### src/rtl/prio_pick.sv
module prio_pick #(
  parameter int NSRC = 32,
  parameter int MAXP = 7,
  localparam int PW = $clog2(MAXP + 1),
  localparam int IW = $clog2(NSRC)
) (
  input  logic               clk,
  input  logic               rst_n,
  input  logic [NSRC-1:0]    pend_i,
  input  logic [NSRC-1:0]    en_i,
  input  logic [NSRC*PW-1:0] prio_i,
  input  logic [PW-1:0]      thr_i,
  output logic [IW-1:0]      id_o,
  output logic               req_o
);

  localparam int NP = 1 << IW;

  logic [NSRC-1:0] cand;
  assign cand = pend_i & en_i & {{(NSRC-1){1'b1}}, 1'b0};

  logic          nv [1:2*NP-1];
  logic [PW-1:0] np [1:2*NP-1];
  logic [IW-1:0] ni [1:2*NP-1];

  for (genvar g = 0; g < NP; g++) begin : g_leaf
    if (g > 0 && g < NSRC) begin : g_src
      assign nv[NP+g] = cand[g];
      assign np[NP+g] = prio_i[g*PW +: PW];
    end else begin : g_pad
      assign nv[NP+g] = 1'b0;
      assign np[NP+g] = '0;
    end
    assign ni[NP+g] = IW'(g);
  end

  for (genvar k = 1; k < NP; k++) begin : g_node
    logic lw;
    assign lw    = nv[2*k] && (!nv[2*k+1] || np[2*k] >= np[2*k+1]);
    assign nv[k] = nv[2*k] || nv[2*k+1];
    assign np[k] = lw ? np[2*k] : np[2*k+1];
    assign ni[k] = lw ? ni[2*k] : ni[2*k+1];
  end

  always_ff @(posedge clk or negedge rst_n) begin
    if (!rst_n) begin
      id_o  <= '0;
      req_o <= 1'b0;
    end else begin
      id_o  <= nv[1] ? ni[1] : '0;
      req_o <= nv[1] && (np[1] > thr_i);
    end
  end

  AST_IDLE_ZERO: assert property (@(posedge clk) disable iff (!rst_n)
    (cand == '0) |=> (id_o == '0 && !req_o));
  AST_REQ_HAS_ID: assert property (@(posedge clk) disable iff (!rst_n)
    req_o |-> (id_o != '0));
  AST_MAXTHR_MASK: assert property (@(posedge clk) disable iff (!rst_n)
    (thr_i >= PW'(MAXP)) |=> !req_o);
  AST_CAND_GIVES_ID: assert property (@(posedge clk) disable iff (!rst_n)
    (cand != '0) |=> (id_o != '0));

endmodule

### config.mk
export PLATFORM = sky130hd
export DESIGN_NAME = prio_pick
export DESIGN_NICKNAME = d
export VERILOG_FILES = /design/src/rtl/prio_pick.sv
export SDC_FILE = /design/constraint.sdc
export NUM_CORES = 1
export LEC_CHECK = 0
export CAP_MARGIN = 30
export CELL_PAD_IN_SITES_DETAIL_PLACEMENT = 0
export CELL_PAD_IN_SITES_GLOBAL_PLACEMENT = 2
export CORE_UTILIZATION = 36
export CTS_BUF_LIST = sky130_fd_sc_hd__clkbuf_2 sky130_fd_sc_hd__clkbuf_4 sky130_fd_sc_hd__clkbuf_8
export CTS_CLUSTER_DIAMETER = 60
export CTS_CLUSTER_SIZE = 30
export DETAILED_ROUTE_END_ITERATION = 7
export DONT_BUFFER_PORTS = 1
export GPL_TIMING_DRIVEN = 0
export PLACE_DENSITY_LB_ADDON = 0.15
export SLEW_MARGIN = 15
export SYNTH_ARGS = -nofsm -noshare
export SYNTH_HDL_FRONTEND = slang
export SYNTH_SLANG_ARGS = --single-unit
### constraint.sdc
create_clock -name clk -period 0.8 [get_ports clk]
set_input_delay 0.12 -clock clk [delete_from_list [all_inputs] [get_ports clk]]
set_output_delay 0.12 -clock clk [all_outputs]
set_load 0.03 [all_outputs]
Yosys cells after proc, flatten, opt, wreduce, memory -nomap -nowiden:

Index checks and enable logic that the tools add are counted.

* magnitude comparators: 31
* muxes and demuxes: 61
* bitwise gates (word level): 1
* reduce and logical (&&, ||, !) cells: 121

Operators by type and width (number)
* greater-or-equal comparator 3 bit: 30
* 2-to-1 mux 3 bit: 30
* 2-to-1 mux 5 bit: 16
* logical OR 1 bit: 60
* AND 32 bit: 1
* logical AND 1 bit: 31
* logical NOT 1 bit: 30
* 2-to-1 mux 1 bit: 15
* > comparator 3 bit: 1

* flip-flop bits (word level): 6
* input port bits: 165
* output and inout bits: 6
* logic and storage cells: 216

Longest topological paths before layout:

* word-level depth: 23
* mapped depth: 45

Worst setup path after synthesis:

No wires, ideal clock.

* kind: input to register
* start: in prio_i[6]
* end: reg req_o
* library setup time: 0.136 ns
* arrival time: 7.914 ns
* required time: 0.664 ns
* slack: -7.251 ns
* cell stages on the path: 42
* buffers on the path: 2
* path through: inv_1 > ha_1 > nand2b_1 > a21oi_1 > nor2b_1 > o311ai_1 > mux2_2 > ha_1 > nand2b_1 > a21oi_1 > nor2b_1 > o311ai_1 > mux2_2 > inv_1 > ha_1 > inv_1 > a21boi_0 > o21ai_0 > (+6 left out) > nor2b_1 > o31ai_1 > clkbuf_1 > o21ai_0 > o2bb2ai_1 > ha_1 > nand2b_1 > a21o_1 > a21oi_1 > nand2_1 > o21ai_1 > a2111oi_0 > a221o_1 > a31oi_1 > ha_1 > a21o_1 > a21oi_1 > a311oi_1

* cells in the longest elaborated chain, start to end: 22

RTL lines
* start, declared: RTL line 11 `input logic [NSRC*PW-1:0] prio_i,`
* greater-or-equal comparator 3 bit: RTL line 39 `assign lw = nv[2*k] && (!nv[2*k+1] || np[2*k] >= np[2*k+1]);`
* logical OR 1 bit: RTL line 39
* logical AND 1 bit: RTL line 39
* 2-to-1 mux 3 bit *: RTL line 41 `assign np[k] = lw ? np[2*k] : np[2*k+1];`
* greater-or-equal comparator 3 bit: RTL line 39
* logical OR 1 bit: RTL line 39
* logical AND 1 bit: RTL line 39
* 2-to-1 mux 3 bit *: RTL line 41
* (+6 left out)
* logical AND 1 bit: RTL line 39
* 2-to-1 mux 3 bit *: RTL line 41
* greater-or-equal comparator 3 bit: RTL line 39
* logical OR 1 bit: RTL line 39
* logical AND 1 bit: RTL line 39
* 2-to-1 mux 3 bit *: RTL line 41
* > comparator 3 bit *: RTL line 51 `req_o <= nv[1] && (np[1] > thr_i);`
* logical AND 1 bit *: RTL line 51
* end signal, assigned: RTL line 51
* end, declared: RTL line 14 `output logic req_o`

Mark *: on every way between the ends. The rest lies on a longest branch, timed or not.

Worst setup path after layout:

* start: in prio_i[69]
* end: reg req_o

The elaborated chain is that of the path after synthesis.

==> impl_results.md <==
- First-pass GRT wire length: around 22000 um
- Area Growth Syn to Fin: 44.9%
- Mapped Cells: roughly 610
- Relative slew slack: 39.0%
- DR WL/cell: roughly 16 um
- CTS Buf Count: 3
- Largest net degree at the start of global routing: 10
- Logic pwr share: a little under 90%
- GR Layer Usage met3: about 3.3%
- Synthesis-stage register bit count: 6
- Critical path capture point type: flip-flop
- Dpl hpwl: between 10000 and 15000 um
- Number of global-route vias before repair: approximately 5000
- Main synth FF type: dfrtp_1
- Leak: between 0.002 and 0.003 uW
- Avg Vias per Cell: 5.77
- RSZ-0062 raised after global routing: yes
- Period minus WS final: about 7 ns
- Max Root-Sink Buffers: 2
- Layout Cells excl Fill: approximately 860
- Reg power frac: approximately 8.3%
- Int Pwr: 6000 uW
- DR iter-0 viols: ~180
- CP dominant cell by count: a21oi_2
- DRC: 0
- GRT met2 Usage: roughly 36%
- Vias post-DR: approximately 5000
- Worst Path Arrival: between 7 and 8 ns
- Finish-stage setup viols: 12
- Syn_nets: 856
- Post-synth EDFFs: 0
- Synth warnings: 0
- GRT Total Usage: 20.0%
- Htree depth: 1
- Max VDD drop: 1.34 mV
- Syn Std Cell Area: about 4500 um2
- Fin. Hold Viols: 0
- CP max-delay cell: o31a_4
- Share of cells above drive strength 1: about 37%
- Syn Area/Cell: 7.34 um2
- Final wirelength: 13500 um
- Die area: approximately 13000 um2
- Gr busiest metal: met2
- Violated checks: negative setup slack
- Synth cell types: 70
- Clock share of power: 3.9%
- GP Congestion: ~0.80
- Post-synth ARST share: 100%
- Fin nets: 944
- Cell depth of the worst hold path: 2
- Total of max-cap violations: 0
- Crit start category: input pin
- Slowest stage delay, CP: around 0.4 ns
- Pwr dens: ~1800 nW/um2
- Port bufs: 0
- CTS tree: built
- Met1 Usage GRT: between 20% and 30%
- Ant diodes: 0
- Type of the most critical hold path: input pin to flip-flop
- Final ANT Viol Nets: 0
- Row Count: 40
- Drt pass-1 iters: 4
- Sw Share: around 47%
- Switching power: ~5400 uW
- Clk pin slew, worst setup/hold paths: roughly 0.040 ns
- Status: finished with violations
- Placed Instances: 776
- Setup CP Type: input pin to flip-flop
- Hold path endpoint: req_o
- Worst-Margin Slew: just over 0.9 ns
- Hold path start: thr_i[0]
- Max-slew violations: 0
- Initial antenna violation count: 0
- Fin worst setup slack: -6.36 ns
- Global route overflow: 0
- CP Launch Point: prio_i[69]
- Clk root buf: clkbuf_8
- Period utilization: 895%
- DP Worst Slack: -7.53 ns
- Die Ht: ~110 um
- I/O pin cnt: roughly 170
- Core Box Area: about 12000 um2
- Crit path max fanout: 8
- Post-Route Utilization: around 54%
- Max Freq: ~140 MHz
- Die X: around 110 um
- Worst endpoint required time: ~0.84 ns
- Sequential share of the synthesized area: 3.36%
- CTS Sinks: 6
- Initial core utilization: a little under two fifths
-- repair_timing --
action / in CTS / in global routing
hold buffers: 1 / 0
gates resized for setup: 131 / 52
pin swaps: 71 / 45
hold endpoints to repair: 6 / 0
setup endpoints to repair: 12 / 12
setup buffers: 68 / 17
-- critical path: cells and delay by family --
kind / cells / cell delay, ns
buffers and inverters: 2 / 0.21
AND/OR/NAND/NOR: 13 / 1.45
AO/OA/AOI/OAI: 17 / 3.17
adder cells (fa/ha/maj): 6 / 1.52
multiplexers: 3 / 0.72
-- per-stage QoR --
stage               hold slack (ns)  area [um2]  setup TNS (ns)  power, uW
floorplan                    -0.176        4640          -34.19       5580
global placement             -0.175        4850          -39.46       6720
detailed placement           -0.175        4850          -39.56       6820
CTS                           0.188        6090          -33.90      10100
global route                  0.187        6470          -35.19      12200
finish                        0.200        6470          -33.64      11400
-- layer usage --
layer | vias up | part of all wire [%]
li1 | 2499 | -
met1 | 2349 | 46
met2 | 126 | 48
met3 | 2 | 5.8
met4 | 0 | 0.030
met5 | - | 0
-- registers in the layout, summed over array words and instances, names as in the netlist --
register  flops
req_o         1
id_o          5
-- kinds of logic (layout without fill, tap and decap cells) --
family | count (synthesis) | count (layout) | synth area share, %
AOI/OAI and AO/OA | 216 | 216 | 35.7
and+or+nand+nor | 174 | 174 | 19.7
adders and majority gates | 83 | 83 | 23.3
buffers and inverters | 82 | 168 | 6.92
muxes | 47 | 47 | 11.1
DFF | 6 | 6 | 3.36
-- worst max path at each step --
| stage | slack, ns | depth (start not counted) | to |
|---|---|---|---|
| finish | -6.36 | 41 | req_o |
| global route | -6.63 | 43 | req_o |
| CTS | -6.21 | 42 | req_o |
| detailed placement | -7.53 | 42 | req_o |
| global placement | -7.49 | 42 | req_o |
| floorplan | -6.43 | 43 | req_o |
-- cells in the mapped netlist (all sizes together), types with 11 or more instances --
master   n  area, um2
mux2i   37        383
and3    11       68.8
a21oi   50        254
nand2b  23        159
o211ai  13        103
nor2b   12       75.1
nand2   52        198
nor2    31        116
nand3   20        100
o21ai   31        155
ha      83       1040
and2    14       88.8
o311ai  11        111
inv     77        289
-- power groups by stage --
| stage | Sequential, uW | Clock (uW) | Combinational [uW] |
|---|---|---|---|
| after detailed placement | 914 | 0 | 5910 |
| after global routing | 951 | 480 | 10800 |
| final | 940 | 444 | 9980 |
| after CTS | 939 | 457 | 8690 |
| after floorplan | 851 | 0 | 4730 |
| after global placement | 902 | 0 | 5820 |
-- placed cells by master, fill, tap and decap left out, drive strengths merged, types with 12 or more instances in the layout --
cell type  count
and2          14
o21ai         31
nand3         20
nand2b        23
nor2b         12
mux2i         37
buf           83
inv           77
ha            83
o211ai        13
nor2          31
a21oi         50
nand2         52
-- layout make-up --
type                            instances  area, um2
Tap cell                              168        210
Sequential cell                         6        156
Inverter                               77        312
Fill cell                            1144       5590
Buffer                                  3       31.3
Multi-Input combinational cell        520       5060
Timing Repair Buffer                   85        653
Clock buffer                            3       41.3
(Power assumes the default switching activity.)
